===== src/rtl/rename_pkg.sv =====
package rename_pkg;

    // Decision taken by the rename control for the presented instruction.
    typedef enum logic [1:0] {
        ACT_IDLE  = 2'd0,   // nothing presented
        ACT_PASS  = 2'd1,   // presented, but no register to allocate
        ACT_ALLOC = 2'd2,   // allocate a fresh physical register
        ACT_STALL = 2'd3    // allocation needed, free list empty
    } rn_action_e;

    // Circular pointer advance for a buffer of 'depth' slots.
    function automatic int unsigned wrap_inc(input int unsigned ptr,
                                             input int unsigned depth);
        return (ptr + 1 == depth) ? 0 : ptr + 1;
    endfunction

endpackage


===== src/rtl/rename_ctrl.sv =====
module rename_ctrl
    import rename_pkg::*;
#(
    parameter int AW             = 3,
    parameter bit ZERO_REG_FIXED = 1'b1
) (
    input  logic          valid,
    input  logic          has_dst,
    input  logic [AW-1:0] dst,
    input  logic          list_empty,
    output rn_action_e    action
);

    logic dst_renameable;

    generate
        if (ZERO_REG_FIXED) begin : g_zero_fixed
            assign dst_renameable = (dst != '0);
        end else begin : g_zero_free
            assign dst_renameable = 1'b1;
        end
    endgenerate

    always_comb begin
        if (!valid) begin
            action = ACT_IDLE;
        end else if (!has_dst || !dst_renameable) begin
            action = ACT_PASS;
        end else if (list_empty) begin
            action = ACT_STALL;
        end else begin
            action = ACT_ALLOC;
        end
    end

endmodule


===== src/rtl/rename_map_table.sv =====
module rename_map_table #(
    parameter int NUM_ARCH       = 8,
    parameter int NUM_PHYS       = 16,
    parameter bit ZERO_REG_FIXED = 1'b1,
    localparam int AW = $clog2(NUM_ARCH),
    localparam int PW = $clog2(NUM_PHYS)
) (
    input  logic          clk,
    input  logic          rst,
    input  logic [AW-1:0] rd_a,
    input  logic [AW-1:0] rd_b,
    input  logic [AW-1:0] rd_c,
    output logic [PW-1:0] rd_a_val,
    output logic [PW-1:0] rd_b_val,
    output logic [PW-1:0] rd_c_val,
    input  logic          wr_en,
    input  logic [AW-1:0] wr_addr,
    input  logic [PW-1:0] wr_val
);

    logic [PW-1:0] table_q [NUM_ARCH];

    always_ff @(posedge clk) begin
        if (rst) begin
            for (int i = 0; i < NUM_ARCH; i++) begin
                table_q[i] <= PW'(i);
            end
        end else if (wr_en) begin
            if (!(ZERO_REG_FIXED && wr_addr == '0)) begin
                table_q[wr_addr] <= wr_val;
            end
        end
    end

    // Reads see the table before this cycle's write.
    always_comb begin
        rd_a_val = table_q[rd_a];
        rd_b_val = table_q[rd_b];
        rd_c_val = table_q[rd_c];
        if (ZERO_REG_FIXED) begin
            if (rd_a == '0) rd_a_val = '0;
            if (rd_b == '0) rd_b_val = '0;
            if (rd_c == '0) rd_c_val = '0;
        end
    end

endmodule


===== src/rtl/rename_free_fifo.sv =====
module rename_free_fifo
    import rename_pkg::*;
#(
    parameter int NUM_ARCH = 8,
    parameter int NUM_PHYS = 16,
    localparam int PW    = $clog2(NUM_PHYS),
    localparam int CW    = $clog2(NUM_PHYS + 1),
    localparam int NINIT = NUM_PHYS - NUM_ARCH
) (
    input  logic          clk,
    input  logic          rst,
    input  logic          pop,
    input  logic          push,
    input  logic [PW-1:0] push_val,
    output logic [PW-1:0] head_val,
    output logic          empty,
    output logic [CW-1:0] count
);

    logic [PW-1:0] slots_q [NUM_PHYS];
    logic [PW-1:0] head_q, tail_q;
    logic [CW-1:0] count_q;
    logic          do_pop, do_push;

    assign empty    = (count_q == '0);
    assign head_val = slots_q[head_q];
    assign count    = count_q;
    assign do_pop   = pop && !empty;
    assign do_push  = push && ((count_q != CW'(NUM_PHYS)) || do_pop);

    always_ff @(posedge clk) begin
        if (rst) begin
            for (int i = 0; i < NUM_PHYS; i++) begin
                slots_q[i] <= (i < NINIT) ? PW'(NUM_ARCH + i) : '0;
            end
            head_q  <= '0;
            tail_q  <= PW'(NINIT % NUM_PHYS);
            count_q <= CW'(NINIT);
        end else begin
            if (do_push) begin
                slots_q[tail_q] <= push_val;
                tail_q          <= PW'(wrap_inc(int'(tail_q), NUM_PHYS));
            end
            if (do_pop) begin
                head_q <= PW'(wrap_inc(int'(head_q), NUM_PHYS));
            end
            case ({do_push, do_pop})
                2'b10:   count_q <= count_q + 1'b1;
                2'b01:   count_q <= count_q - 1'b1;
                default: count_q <= count_q;
            endcase
        end
    end

endmodule


===== src/rtl/reg_rename_stage.sv =====
module reg_rename_stage
    import rename_pkg::*;
#(
    parameter int NUM_ARCH       = 8,
    parameter int NUM_PHYS       = 16,
    parameter bit ZERO_REG_FIXED = 1'b1,
    localparam int AW = $clog2(NUM_ARCH),
    localparam int PW = $clog2(NUM_PHYS),
    localparam int CW = $clog2(NUM_PHYS + 1)
) (
    input  logic          clk,
    input  logic          rst,
    input  logic          valid,
    input  logic [AW-1:0] src1,
    input  logic [AW-1:0] src2,
    input  logic [AW-1:0] dst,
    input  logic          has_dst,
    input  logic          rel_valid,
    input  logic [PW-1:0] rel_preg,
    output logic [PW-1:0] psrc1,
    output logic [PW-1:0] psrc2,
    output logic [PW-1:0] pdst,
    output logic [PW-1:0] old_pdst,
    output logic          stall
);

    rn_action_e    action;
    logic          list_empty;
    logic [PW-1:0] list_head;
    logic [CW-1:0] free_count;
    logic [PW-1:0] dst_prev;
    logic          alloc_fire;

    rename_ctrl #(
        .AW             (AW),
        .ZERO_REG_FIXED (ZERO_REG_FIXED)
    ) u_ctrl (
        .valid      (valid),
        .has_dst    (has_dst),
        .dst        (dst),
        .list_empty (list_empty),
        .action     (action)
    );

    assign alloc_fire = (action == ACT_ALLOC);

    rename_map_table #(
        .NUM_ARCH       (NUM_ARCH),
        .NUM_PHYS       (NUM_PHYS),
        .ZERO_REG_FIXED (ZERO_REG_FIXED)
    ) u_map (
        .clk      (clk),
        .rst      (rst),
        .rd_a     (src1),
        .rd_b     (src2),
        .rd_c     (dst),
        .rd_a_val (psrc1),
        .rd_b_val (psrc2),
        .rd_c_val (dst_prev),
        .wr_en    (alloc_fire),
        .wr_addr  (dst),
        .wr_val   (list_head)
    );

    rename_free_fifo #(
        .NUM_ARCH (NUM_ARCH),
        .NUM_PHYS (NUM_PHYS)
    ) u_free (
        .clk      (clk),
        .rst      (rst),
        .pop      (alloc_fire),
        .push     (rel_valid),
        .push_val (rel_preg),
        .head_val (list_head),
        .empty    (list_empty),
        .count    (free_count)
    );

    assign pdst     = alloc_fire ? list_head : '0;
    assign old_pdst = alloc_fire ? dst_prev  : '0;
    assign stall    = (action == ACT_STALL);

endmodule


===== config.mk =====
export PLATFORM = sky130hd
export DESIGN_NAME = reg_rename_stage
export DESIGN_NICKNAME = d
export VERILOG_FILES = /design/src/rtl/rename_pkg.sv /design/src/rtl/rename_ctrl.sv /design/src/rtl/rename_map_table.sv /design/src/rtl/rename_free_fifo.sv /design/src/rtl/reg_rename_stage.sv
export SDC_FILE = /design/constraint.sdc
export NUM_CORES = 1
export LEC_CHECK = 0
export ABC_CLOCK_PERIOD_IN_PS = 8100
export BUFFER_PORTS_ARGS = -buffer_cell sky130_fd_sc_hd__buf_2
export CORE_MARGIN = 4
export CORE_UTILIZATION = 50
export DETAILED_ROUTE_END_ITERATION = 7
export GPL_ROUTABILITY_DRIVEN = 0
export PLACE_DENSITY = 0.79
export SLEW_MARGIN = 10
export SYNTH_ARGS = -nofsm -noshare
export SYNTH_HDL_FRONTEND = slang
export SYNTH_HIERARCHICAL = 1
export SYNTH_SLANG_ARGS = --single-unit

===== constraint.sdc =====
create_clock -name clk -period 8.1 [get_ports clk]
set_clock_uncertainty 0.15 [all_clocks]
set_input_delay 0.405 -clock clk [delete_from_list [all_inputs] [get_ports clk]]
set_output_delay 0.405 -clock clk [all_outputs]
set_load 0.01 [all_outputs]

-- Word-level counts from Yosys, hierarchy flattened
Memories as Yosys holds them, arrays and structs flattened. A register that Yosys moved wholly into a read port is not among the register bits.
Index checks and enable logic that the tools add are counted.
- bits in registers: 13
- memory bits (writable): 96
- bits of input ports: 18
- output and inout bits: 17
- logic and storage cells: 59
- memories: 2
- memories (memory ; words ; width ; rd ports ; clocked after Yosys merged registers in ; wr ports ; RTL line ; source):
    u_free.slots_q ; 16 ; 4 ; 1 ; 1 ; 16 ; rename_free_fifo.sv:20 ; logic [PW-1:0] slots_q [NUM_PHYS];
    u_map.table_q ; 8 ; 4 ; 3 ; 0 ; 8 ; rename_map_table.sv:21 ; logic [PW-1:0] table_q [NUM_ARCH];
- add/subtract/negate cells: 4
- equality and inequality tests: 7
- mux-type cells: 28
- reduce and logical (&&, ||, !) cells: 15
- operators by type and width (operator ; count):
    $mux W4 ; 12
    $mux W1 ; 12
    $add A4 B1 Y5 const B ; 2
    $eq A5 B5 Y1 const B ; 2
    $pmux W5 S2 ; 1
    $logic_not A3 Y1 ; 3
    $reduce_or A4 Y1 ; 2
    $eq A2 B2 Y1 const B ; 3
    $add A5 B1 Y5 const B ; 1
    $logic_not A5 Y1 ; 1
    $ne A5 B5 Y1 const B ; 1
    $sub A5 B1 Y5 const B ; 1
    $mux W2 ; 2
    $logic_not A1 Y1 ; 3
    $mux W3 ; 1
    $reduce_bool A3 Y1 ; 1
    $eq A2 B1 Y1 const B ; 1
    $logic_and A1 B1 Y1 ; 2
    $logic_or A1 B1 Y1 ; 2
    $reduce_bool A2 Y1 ; 1

-- Depth between registers and ports, before layout
- depth in word-level cells: 14
- depth in mapped cells: 14
- mapped depth without buffers: 12

-- Modules after synthesis
Netlist, hierarchy kept.
- modules (own cells, without submodules) (module ; instances ; cells an instance ; area each (sq um) ; seq. area each (sq um)):
    rename_free_fifo ; 1 ; 332 ; 3956.3 ; 2262.2
    rename_map_table ; 1 ; 164 ; 1846.8 ; 840.8
    reg_rename_stage ; 1 ; 10 ; 83.8 ; 0.0
    rename_ctrl ; 1 ; 4 ; 27.5 ; 0.0

-- Worst setup path before layout
No wires, ideal clock.
- kind: reg2reg
- from: register u_free.count_q[1], in the netlist u_free/count[1]
- to: register u_free.count_q[4], in the netlist u_free/count[4]
- setup time: 81 ps
- arrival time: 3115 ps
- data required time: 7869 ps
- slack: 4755 ps
- cell stages (with the launch flop): 14
- path buffers: 2
- clock period less this slack: 3345 ps
- cell sequence: dfxtp_1 or4_1 clkbuf_2 nor2_1 o21a_1 nor2b_1 buf_1 o21ai_2 nand2b_1 fa_1 nand2b_1 a211o_1 or2_2 a41oi_1
- cells in the longest elaborated chain, start to end: 10
- elaborated cells between the ends (all ways): 16
- classes of those cells: add/sub (2); eq/ne (4); mux (4); reduce/logical (6)
- ends and longest elaborated chain (element ; RTL line ; source):
    from (decl) ; rename_free_fifo.sv:22 ; logic [CW-1:0] count_q;
    from (signal assigned) ; rename_free_fifo.sv:38 ; count_q <= CW'(NINIT);
    from (signal assigned) ; rename_free_fifo.sv:48 ; 2'b10: count_q <= count_q + 1'b1;
    from (signal assigned) ; rename_free_fifo.sv:49 ; 2'b01: count_q <= count_q - 1'b1;
    $logic_not A5 Y1 * ; rename_free_fifo.sv:25 ; assign empty = (count_q == '0);
    named net list_empty ; reg_rename_stage.sv:28 ; logic list_empty;
    $mux W1 * ; rename_ctrl.sv:29 ; end else if (list_empty) begin
    $mux W2 * ; rename_ctrl.sv:27 ; end else if (!has_dst || !dst_renameable) begin
    $mux W2 * ; rename_ctrl.sv:25 ; if (!valid) begin
    named net action[0] ; reg_rename_stage.sv:27 ; rn_action_e action;
    $eq A2 B2 Y1 * ; reg_rename_stage.sv:45 ; assign alloc_fire = (action == ACT_ALLOC);
    named net alloc_fire ; reg_rename_stage.sv:32 ; logic alloc_fire;
    $logic_and A1 B1 Y1 * ; rename_free_fifo.sv:28 ; assign do_pop = pop && !empty;
    $logic_or A1 B1 Y1 ; rename_free_fifo.sv:29 ; assign do_push = push && ((count_q != CW'(NUM_PHYS)) || do_pop);
    $logic_and A1 B1 Y1 ; rename_free_fifo.sv:29 ;
    $eq A2 B1 Y1 / $eq A2 B2 Y1 (equally long branches) ; rename_free_fifo.sv:47 ; case ({do_push, do_pop})
    $pmux W5 S2 / $reduce_bool A2 Y1 (equally long branches) ; - ;
Mark *: on every way through the listed nets, which the timed path passes. The rest lies on a longest branch.
A chain may end at the register's enable or synchronous reset.

==> results by group <==
Route
  • Detailed-route via count: 4093
  • WL final: 13.0 mm
  • Drt wl/cell: 19.5 microns
  • Detail Route Antenna Nets: 0
  • Drt pass-1 iters: 5
  • Drt first-iter violations: 307
  • Vias per inst: 6.13
  • DRC Markers: 0

Power
  • Max IR drop VDD: 0.144 mV
  • PD cells: 187 nW/um^2
  • Clock share of power: 33.9%
  • Leakage: 2.21 nW
  • Sw Ratio: 25.0%
  • Gate power share: 11.9%
  • Sequential share of power: 54.2%
  • Sw power: 0.000299 W
  • Int Power: 0.000896 W

Global route
  • Vias in the first global route: 3954
  • Grt ovf: 0
  • Global-route wire length before repair: 20.6 mm
  • Total global routing track utilization: 20.1%
  • Initial antenna violation count: 0
  • Largest net degree at the start of global routing: 31

Clocking
  • Clock root cell: clkbuf_16
  • TritonCTS buffer count: 9
  • # Post-CTS Setup Buffers: 0
  • Clock transition at path regs: 0.07 ns
  • CTS Hold Bufs: 0
  • # resized after CTS: 0
  • CTS tree: done
  • Clock Sinks: 109
  • Max clock buf depth: 2
  • CTS HTree Levels: 3
  • Latest clock arrival within the worst-skew pair: 0.35 ns

Yosys
  • Count of unique library cells instantiated by Yosys: 52
  • Post-Syn Area per Cell: 11.6 sq um
  • Asr flop ratio synth: 0%
  • Post-synth net total: 537
  • Synth area leaders: edfxtp_1, mux4_2, dfxtp_1
  • Seq/Total Area, Yosys: 52.5%
  • Ys flop type: edfxtp_1
  • FF+latch count, synth: 109
  • Post-synth top cells: edfxtp_1, nor2_1, mux2i_1, or3_1, nand2_1
  • Synth area leader: edfxtp_1
  • Count leader, synth: edfxtp_1
  • Yosys top cell area share: 46.7%
  • Number of flops mapped to enable cells by yosys: 92
  • Syn Std Cell Area: 5910 sq um
  • Mapped Cells: 510
  • Yosys warning count: 6

Flow run
  • Number of max-cap violations: 0

STA
  • Setup violations, final: 0
  • Least-Margin Pin Slew: 1.09 ns
  • Fin crit share: 53.3%
  • Max transition margin: 27.5%
  • Worst Hold Slack: 0.321 ns
  • Fin. Hold Viols: 0
  • Unrepaired setup endpoints after global routing: no
  • Max Fclk: 231 MHz
  • Post-layout min period: 4.32 ns
  • Fin Setup TNS: 0 ns
  • Fin. max-slew vios: 0

Critical path
  • CP endpoint kind: register
  • CP Launch Type: register
  • Cell depth of the worst flop-to-flop path: 8
  • Arrival @ worst endpoint: 4.15 ns
  • WP data required: 7.93 ns
  • CP Max Fanout: 20
  • Crit Path Category: reg -> reg

Finish
  • Fillers: 941
  • Sequential cell area: 3100 sq um
  • Fraction of layout cells with a size suffix above 1: 17.0%
  • Fin nets: 547
  • P&R area growth vs syn: 7.79%
  • Area of the multi-input gates: 2620 sq um
  • # diodes: 0

Die
  • CORE AREA: 11500 sq um
  • Die Y: 117 microns
  • Initial Util: 51.4%
  • Die X: 117 microns
  • # IOs: 35
  • Site Rows: 39
  • Die ar.: 13600 sq um

Hold path
  • Hold Path Class: in -> reg
  • WHS Path Cells: 2

Outcome
  • Outcome: finished, final reports clean

Placement
  • Post-DP HPWL: 9.43 mm
  • Buffers on Ports: 34
-- kinds of logic (layout without fill, tap and decap cells) --
group	count (synthesis)	after routing	share of synthesized area (%)
buffers and inverters	43	58	3.28
XOR/XNOR	7	7	1.04
multiplexers	56	56	13.4
AND/OR/NAND/NOR	197	197	17.5
flip-flops	109	109	52.5
AO/OA/AOI/OAI	89	89	10.3
adder cells (fa/ha/maj)	9	9	2.03
-- per-stage QoR --
step                      area [sq um]  util [%]  total power, W  worst slack, ns  cells
after floorplan                   5910         -        0.000760             4.75    510
after global placement            6100      53.0        0.000794             4.05    652
after detailed placement          6100      53.0        0.000800             3.72    652
after CTS                         6370      55.4         0.00120             3.83    668
after global routing              6370      55.4         0.00124             3.42    668
final                             6370      55.4         0.00119             3.78    668
-- area by class of cell --
type	instances	area share [%]
Timing Repair Buffer	34	2.67
Clock inverter	7	0.785
Sequential cell	109	48.7
Multi-Input combinational cell	358	41.1
Clock buffer	9	3.53
Tap cell	143	2.81
Inverter	8	0.471
-- layout by cell type (no fill, tap or decap), types with 3 or more instances in the layout --
| master | n |
|---|---|
| o21ai_0 | 19 |
| nor2b_1 | 11 |
| inv_1 | 8 |
| edfxtp_1 | 92 |
| dfxtp_1 | 17 |
| xor2_1 | 4 |
| and2_1 | 19 |
| nand3_1 | 7 |
| o221ai_1 | 3 |
| mux2_4 | 3 |
| clkbuf_16 | 9 |
| nand2_1 | 22 |
| a211oi_1 | 3 |
| or3_1 | 31 |
| nor2_1 | 67 |
| o211ai_1 | 3 |
| or2_2 | 9 |
| a22oi_1 | 11 |
| and3b_1 | 8 |
| o31ai_1 | 3 |
| mux2i_1 | 31 |
| clkinv_2 | 3 |
| nor3_1 | 4 |
| a221oi_1 | 11 |
| buf_2 | 34 |
| a211o_1 | 5 |
| o21a_1 | 6 |
| nand2b_1 | 10 |
| xnor2_1 | 3 |
| mux4_2 | 17 |
| ha_1 | 8 |
| a21oi_1 | 16 |
| mux2_2 | 5 |
-- routing by layer --
layer	track usage (%)	up-vias	part of all wire (%)
met1	25.3	2011	41
met5	0	-	0
met3	2.69	19	4.8
li1	-	1932	-
met4	7.49	0	1.8
met2	35.2	131	52
-- path summary, 6_finish.rpt --
kind | from | to | slack (ns)
max | u_free/count[1] | u_free/slots_q[12][0] | 3.78
min reg2reg | u_free/head_q[1] | register | 0.42
max reg2reg | u_free/count[1] | u_free/slots_q[12][0] | 3.78
min | rel_preg[2] | u_free/slots_q[5][2] | 0.32
-- power by group through the flow --
| stage | clock network, W | logic, W | registers (W) |
|---|---|---|---|
| detailed placement | 0 | 0.000141 | 0.000660 |
| floorplan | 0 | 0.000113 | 0.000647 |
| CTS | 0.000412 | 0.000142 | 0.000647 |
| global placement | 0 | 0.000136 | 0.000658 |
| global route | 0.000436 | 0.000157 | 0.000650 |
| finish | 0.000405 | 0.000143 | 0.000648 |
-- worst max-delay path: stages, from the launching register on --
cell and delay, ns:
dfxtp_1 0.44, or4_1 0.29, nor2_1 0.08, o21a_1 0.29, nor2b_1 0.75, nor2b_1 0.26
a211oi_1 0.48, nand2_1 0.48, o21ai_0 0.73
-- state kept, by name, summed over array words and instances, names as in the netlist, named ones only --
| name | flops |
|---|---|
| u_free/count | 5 |
| u_free/head_q | 4 |
| u_free/slots_q | 64 |
| u_free/tail_q | 4 |
| u_map/table_q | 28 |
Note: power is estimated with default switching activity, not from simulation.
